File: config.mk
export PLATFORM = sky130hd
export DESIGN_NAME = region_sig_monitor
export DESIGN_NICKNAME = d
export VERILOG_FILES = /design/src/rtl/sigmon_pkg.sv /design/src/rtl/sigmon_window.sv /design/src/rtl/sigmon_sig.sv /design/src/rtl/region_sig_monitor.sv
export SDC_FILE = /design/constraint.sdc
export NUM_CORES = 2
export LEC_CHECK = 0
export CAP_MARGIN = 20
export CORE_MARGIN = 2
export CORE_UTILIZATION = 55
export CTS_BUF_LIST = sky130_fd_sc_hd__clkbuf_4 sky130_fd_sc_hd__clkbuf_8
export DETAILED_ROUTE_END_ITERATION = 7
export DONT_BUFFER_PORTS = 1
export PLACE_DENSITY = 0.78
export SYNTH_ARGS = -nofsm -noshare
export SYNTH_HDL_FRONTEND = slang
export SYNTH_SLANG_ARGS = --single-unit
File: constraint.sdc
create_clock -name clk -period 26.4 [get_ports clk]
set_input_delay 6.6 -clock clk [delete_from_list [all_inputs] [get_ports clk]]
set_output_delay 6.6 -clock clk [all_outputs]
set_load 0.03 [all_outputs]
File: src/rtl/sigmon_pkg.sv
package sigmon_pkg;
  localparam int SIG_W = 32;
  localparam logic [SIG_W-1:0] SIG_POLY = 32'h0040_0007;
  localparam logic [SIG_W-1:0] SIG_SEED = '1;

  typedef enum logic [2:0] {
    FLD_XSTART = 3'd0,
    FLD_YSTART = 3'd1,
    FLD_WIDTH  = 3'd2,
    FLD_HEIGHT = 3'd3,
    FLD_REF    = 3'd4,
    FLD_CHKEN  = 3'd5,
    FLD_THRESH = 3'd6
  } fld_e;

  function automatic logic [SIG_W-1:0] sig_step(input logic [SIG_W-1:0] cur,
                                                input logic [SIG_W-1:0] din);
    sig_step = {cur[SIG_W-2:0], 1'b0} ^ (cur[SIG_W-1] ? SIG_POLY : '0) ^ din;
  endfunction
endpackage

File: src/rtl/sigmon_window.sv
module sigmon_window
  import sigmon_pkg::*;
#(
  parameter int COORD_W = 12,
  parameter int CNT_W   = 8
) (
  input  logic               clk,
  input  logic               rst_n,
  input  logic               wr_en,
  input  fld_e               wr_fld,
  input  logic [31:0]        wr_data,
  input  logic [COORD_W-1:0] pix_x,
  input  logic [COORD_W-1:0] pix_y,
  output logic               hit,
  output logic               off,
  output logic               chk_en,
  output logic [SIG_W-1:0]   ref_sig,
  output logic [CNT_W-1:0]   thresh
);
  localparam int EW = COORD_W + 1;

  logic [COORD_W-1:0] x0_q, y0_q, w_q, h_q;
  logic [EW-1:0]      x_end, y_end;
  logic               x_in, y_in;
  logic               unused_wr;

  assign unused_wr = ^{wr_data[31:COORD_W], wr_data[31:CNT_W]};

  // configuration fields, one clock enable per field
  always_ff @(posedge clk or negedge rst_n) begin
    if (!rst_n) begin
      x0_q    <= '0;
      y0_q    <= '0;
      w_q     <= '0;
      h_q     <= '0;
      ref_sig <= '0;
      chk_en  <= 1'b0;
      thresh  <= '0;
    end else begin
      if (wr_en && wr_fld == FLD_XSTART) x0_q    <= wr_data[COORD_W-1:0];
      if (wr_en && wr_fld == FLD_YSTART) y0_q    <= wr_data[COORD_W-1:0];
      if (wr_en && wr_fld == FLD_WIDTH)  w_q     <= wr_data[COORD_W-1:0];
      if (wr_en && wr_fld == FLD_HEIGHT) h_q     <= wr_data[COORD_W-1:0];
      if (wr_en && wr_fld == FLD_REF)    ref_sig <= wr_data;
      if (wr_en && wr_fld == FLD_CHKEN)  chk_en  <= wr_data[0];
      if (wr_en && wr_fld == FLD_THRESH) thresh  <= wr_data[CNT_W-1:0];
    end
  end

  always_comb begin
    x_end = {1'b0, x0_q} + {1'b0, w_q};
    y_end = {1'b0, y0_q} + {1'b0, h_q};
    x_in  = ({1'b0, pix_x} >= {1'b0, x0_q}) && ({1'b0, pix_x} < x_end);
    y_in  = ({1'b0, pix_y} >= {1'b0, y0_q}) && ({1'b0, pix_y} < y_end);
    hit   = x_in && y_in;
    off   = (w_q == '0) || (h_q == '0);
  end
endmodule

File: src/rtl/sigmon_sig.sv
module sigmon_sig
  import sigmon_pkg::*;
#(
  parameter int DATA_W = 24,
  parameter int CNT_W  = 8
) (
  input  logic              clk,
  input  logic              rst_n,
  input  logic              pix_valid,
  input  logic              pix_sof,
  input  logic              pix_eof,
  input  logic [DATA_W-1:0] pix_data,
  input  logic              hit,
  input  logic              off,
  input  logic              chk_en,
  input  logic [SIG_W-1:0]  ref_sig,
  input  logic [CNT_W-1:0]  thresh,
  output logic [SIG_W-1:0]  sig_o,
  output logic              freeze_o,
  output logic              error_o
);
  logic [SIG_W-1:0] misr_q, misr_d, base;
  logic             misr_en;
  logic [CNT_W-1:0] rep_q, rep_d, rep_inc, thr_eff;
  logic             have_q, have_d, repeat_f, freeze_d, error_d;

  // next state
  always_comb begin
    base     = pix_sof ? SIG_SEED : misr_q;
    misr_en  = pix_sof || (pix_valid && hit);
    misr_d   = (pix_valid && hit) ? sig_step(base, SIG_W'(pix_data)) : base;
    repeat_f = have_q && (misr_q == sig_o);
    rep_inc  = (rep_q == '1) ? rep_q : rep_q + 1'b1;
    thr_eff  = (thresh == '0) ? CNT_W'(1) : thresh;
    rep_d    = (!off && repeat_f) ? rep_inc : '0;
    freeze_d = !off && repeat_f && (rep_inc >= thr_eff);
    error_d  = !off && chk_en && (misr_q != ref_sig);
    have_d   = !off;
  end

  // registers
  always_ff @(posedge clk or negedge rst_n) begin
    if (!rst_n) begin
      misr_q   <= SIG_SEED;
      sig_o    <= SIG_SEED;
      rep_q    <= '0;
      have_q   <= 1'b0;
      freeze_o <= 1'b0;
      error_o  <= 1'b0;
    end else begin
      if (misr_en) misr_q <= misr_d;
      if (pix_eof) begin
        sig_o    <= misr_q;
        rep_q    <= rep_d;
        have_q   <= have_d;
        freeze_o <= freeze_d;
        error_o  <= error_d;
      end
    end
  end
endmodule

File: src/rtl/region_sig_monitor.sv
module region_sig_monitor
  import sigmon_pkg::*;
#(
  parameter int NREG    = 4,
  parameter int COORD_W = 12,
  parameter int DATA_W  = 24,
  parameter int CNT_W   = 8,
  localparam int RIDX_W = $clog2(NREG),
  localparam int AW     = RIDX_W + 3
) (
  input  logic                  clk,
  input  logic                  rst_n,
  input  logic                  pix_valid,
  input  logic                  pix_sof,
  input  logic                  pix_eof,
  input  logic [COORD_W-1:0]    pix_x,
  input  logic [COORD_W-1:0]    pix_y,
  input  logic [DATA_W-1:0]     pix_data,
  input  logic                  cfg_we,
  input  logic [AW-1:0]         cfg_addr,
  input  logic [31:0]           cfg_wdata,
  output logic [NREG*SIG_W-1:0] sig_out,
  output logic [NREG-1:0]       freeze_flag,
  output logic [NREG-1:0]       error_flag
);
  logic [1:0]            rst_pipe;
  logic                  rst_n_int;
  fld_e                  fld;
  logic [NREG-1:0]       reg_off, reg_chk;
  logic [NREG*SIG_W-1:0] reg_ref;

  always_ff @(posedge clk or negedge rst_n) begin
    if (!rst_n) rst_pipe <= '0;
    else        rst_pipe <= {rst_pipe[0], 1'b1};
  end
  assign rst_n_int = rst_pipe[1];
  assign fld       = fld_e'(cfg_addr[2:0]);

  for (genvar r = 0; r < NREG; r++) begin : g_win
    logic             hit, wr_en;
    logic [CNT_W-1:0] thresh;

    assign wr_en = cfg_we && (cfg_addr[AW-1:3] == RIDX_W'(r));

    sigmon_window #(.COORD_W(COORD_W), .CNT_W(CNT_W)) u_win (
      .clk(clk), .rst_n(rst_n_int), .wr_en(wr_en), .wr_fld(fld),
      .wr_data(cfg_wdata), .pix_x(pix_x), .pix_y(pix_y), .hit(hit),
      .off(reg_off[r]), .chk_en(reg_chk[r]),
      .ref_sig(reg_ref[r*SIG_W +: SIG_W]), .thresh(thresh)
    );

    sigmon_sig #(.DATA_W(DATA_W), .CNT_W(CNT_W)) u_sig (
      .clk(clk), .rst_n(rst_n_int), .pix_valid(pix_valid), .pix_sof(pix_sof),
      .pix_eof(pix_eof), .pix_data(pix_data), .hit(hit), .off(reg_off[r]),
      .chk_en(reg_chk[r]), .ref_sig(reg_ref[r*SIG_W +: SIG_W]), .thresh(thresh),
      .sig_o(sig_out[r*SIG_W +: SIG_W]), .freeze_o(freeze_flag[r]),
      .error_o(error_flag[r])
    );
  end
endmodule

==> summary.txt <==
Timing
  – Unrepaired setup endpoints after global routing: no
  – Crit path time final: 8860 ps
  – Final Cycle Share: 0.336
  – Least-Margin Pin Slew: 1070 ps
  – Hold Vio Cnt, Final: 0
  – Clock skew: 89.8 ps
  – TNS Setup: 0 ps
  – Worst hold slack: 247 ps
  – Final setup violation count: 0
  – Maximum clock rate: 113 MHz
  – Relative slew slack: 0.280
  – Final worst slack: 17,540 ps
  – Final Slew Violations: 0

Power
  – Pwr dens: 84.8 nW/um^2
  – Total chip power: 3.58 mW
  – Leakage: 17.9 nW
  – Peak supply drop: 0.0635 mV

Synth
  – Post-synth EDFFs: 0
  – Synth Net Count: 4,064
  – Sequential cell area fraction in the yosys report: 0.430
  – Netlist Area Pre-Place: 39,100 sq um
  – Yosys cell types: 74
  – Yosys warning total: 0
  – Largest area contributor in the netlist: dfrtp_1
  – Synth Instances: 3,649
  – Asr flop ratio synth: 1.00
  – Post-synth top flop: dfrtp_1
  – Synth area leaders: dfrtp_1 26%, dfstp_2 17%, mux2_2 13%
  – Avg Cell Area, Syn: 10.7 sq um
  – Area share of the largest cell type after synthesis: 0.257
  – Flops & latches, synth: 658

Placed design
  – Post-Place Cell Area: 39,700 sq um
  – Inst Count DP: 4,445
  – Port Buffers: 0
  – Gpl congestion: 0.917
  – Post-DP HPWL: 75,800 um
  – Setup WS pre-CTS: 16,820 ps

Route
  – Via density: 6.18
  – Iteration count of the initial detailed-routing pass: 5
  – Final ANT Viol Nets: 0
  – Vias: 28.8k
  – DR DRC count: 0
  – Routed WL: 109,000 um
  – Drt wl/cell: 23.4 um
  – 1st-iter DRT viols: 2,650

Clocking
  – CTS tree: built
  – Cts bufs inserted: 110
  – Clock-pin slew on the worst setup and hold paths: 60 ps
  – Setup bufs post-CTS: 0
  – Post-CTS Hold Buffers: 0
  – Root buf cell: clkbuf_8
  – Resized Gates After CTS: 0
  – H-tree Lvls: 3
  – Worst skew pair latency: 750 ps
  – # clock sinks: 658
  – Worst-case clock buffer depth: 3

Floorplan
  – Die Area: 73,200 sq um
  – Die Y-Extent: 271 um
  – Core Region: 70,100 sq um
  – Site Rows: 97
  – Initial cell density of the core: 0.557
  – Io pins: 227
  – Chip width: 271 um

Worst setup path
  – R2r endpoint: g_win[1].u_sig.misr_q[12]$_DFFE_PN1P_
  – CP arrival: 9520 ps
  – CP Data Required Time: 27,060 ps
  – CP Capture Type: flop
  – Critical path launch point type: input pin
  – Worst r2r path cells: 17
  – R2R Path Start: g_win[1].u_win.w_q[1]$_DFFE_PN0P_
  – CP endpoint: g_win[1].u_sig.misr_q[12]$_DFFE_PN1P_
  – Slowest CP cell: buf_4
  – CP Buf/Inv Count: 2
  – Critical path depth in cells: 11
  – CP startpoint: pix_x[0]
  – Worst-path cell chain: inv_1 -> ha_1 -> nor2_1 -> a21oi_1 -> nor3_1 -> o41ai_1 -> o221ai_1 -> a311oi_4 -> buf_4 -> o21ai_0 -> o31a_1
  – CP Max Fanout: 68
  – Crit-path max cell delay: 620 ps
  – Critical path's top delay family: compound AO/OA/AOI/OAI gates
  – R2R Setup Slk: 21,530 ps
  – Crit Path Class: in2reg

Min path
  – Worst hold path type: reg2async

Layout
  – Synth-to-Final Area Change: 8.18%
  – Core Util, Final: 0.603
  – Layout Nets: 4,034
  – Post-Layout Inst Area: 42,300 sq um
  – Proportion of layout cells with a drive suffix above 1: 0.262
  – Non-filler instance count after layout: 4,661

Global routing
  – Initial antenna violation count: 3
  – Total gr overflow: 0
  – Vias in the first global route: 28.1k
  – Largest net degree at the start of global routing: 353
  – Global-route wire length before repair: 168,000 um
  – GRT Total Usage: 0.296

Run status
  – Status: completed

Flow run
  – Max-cap violation count: 0
[layout by cell type (no fill, tap or decap), drive strengths merged, types with 20 or more instances in the layout]
| cell | instances |
|---|---|
| a21o | 31 |
| a21oi | 266 |
| a22o | 32 |
| buf | 20 |
| clkbuf | 183 |
| dfrtp | 402 |
| dfstp | 256 |
| ha | 316 |
| inv | 167 |
| mux2 | 456 |
| nand2 | 101 |
| nand2b | 21 |
| nand3 | 68 |
| nand4 | 71 |
| nor2 | 213 |
| nor2b | 27 |
| nor3 | 127 |
| nor4 | 54 |
| o21a | 47 |
| o21ai | 206 |
| o31a | 22 |
| or3 | 79 |
| xnor2 | 244 |
| xor2 | 116 |
[synth_stat cells (6+ instances only)]
master,instances
a211oi_1,13
a21o_1,31
a21oi_1,257
a21oi_2,9
a22o_1,32
a31oi_1,16
buf_1,14
buf_2,21
buf_4,8
buf_6,7
clkbuf_1,111
dfrtp_1,402
dfstp_2,256
fa_1,8
ha_1,316
inv_1,163
mux2_2,456
nand2_1,101
nand2b_1,21
nand3_1,68
nand4_1,71
nor2_1,213
nor2b_1,27
nor3_1,122
nor4_1,54
o2111ai_1,8
o211a_1,7
o211ai_1,13
o21a_1,47
o21ai_0,200
o21ai_1,6
o21bai_1,15
o22ai_1,7
o31a_1,22
o41ai_1,9
or3_1,79
xnor2_1,244
xor2_1,116
[area by class of cell]
class,instances,area (sq um)
clock inverter,25,238
timing repair buffer,21,196
tap,940,1180
inverter,164,616
sequential,658,16800
clock buffer,182,2290
antenna,7,17.5
multi-input combinational,2664,21000
fill,5699,27900
[routing by layer]
metal  wire (um)  track usage
met1       45000        0.395
met2       49400        0.460
met3       10200       0.0734
met4        4590        0.127
met5          27            0
[sequential cells by signal, indices dropped and copies added, names as in the netlist, 48 cells and up]
signal,cells
g_win.u_win.ref_sig,128
g_win.u_sig.sig_o,128
g_win.u_sig.misr_q,128
g_win.u_win.w_q,48
g_win.u_win.h_q,48
g_win.u_win.x0_q,48
g_win.u_win.y0_q,48
[worst min path at each step]
stage / slack (ps) / from / endpoint
after CTS: 260 / rst_pipe[1]$_DFF_PN0_ / g_win[0].u_win.x0_q[0]$_DFFE_PN0P_
after global placement: 320 / rst_pipe[1]$_DFF_PN0_ / g_win[0].u_win.w_q[0]$_DFFE_PN0P_
after floorplan: 330 / rst_pipe[0]$_DFF_PN0_ / rst_pipe[1]$_DFF_PN0_
after global routing: 280 / rst_pipe[1]$_DFF_PN0_ / g_win[3].u_win.x0_q[0]$_DFFE_PN0P_
final: 250 / rst_pipe[1]$_DFF_PN0_ / g_win[1].u_win.x0_q[6]$_DFFE_PN0P_
after detailed placement: 320 / rst_pipe[1]$_DFF_PN0_ / g_win[0].u_win.w_q[3]$_DFFE_PN0P_
[cell families (layout without fill, tap and decap cells)]
kind of cell               after synthesis  count (layout)  share of synthesized area
adders and majority gates              324             324                      0.105
buffers and inverters                  327             392                     0.0343
xor gates and xnor gates               360             360                     0.0807
and+or+nand+nor                        786             786                      0.101
DFF                                    658             658                      0.430
AOI/OAI and AO/OA                      737             737                      0.118
muxes                                  456             456                      0.131
other                                    1               8                  0.0000960
[report_power, final]
part / leakage [nW] / switching [mW] / internal [mW]
Clock: 1.35 / 0.440 / 0.571
Sequential: 7.82 / 0.296 / 1.24
Combinational: 8.73 / 0.537 / 0.496
Total: 17.9 / 1.27 / 2.31
No activity file was read; power rests on OpenSTA's default activity.
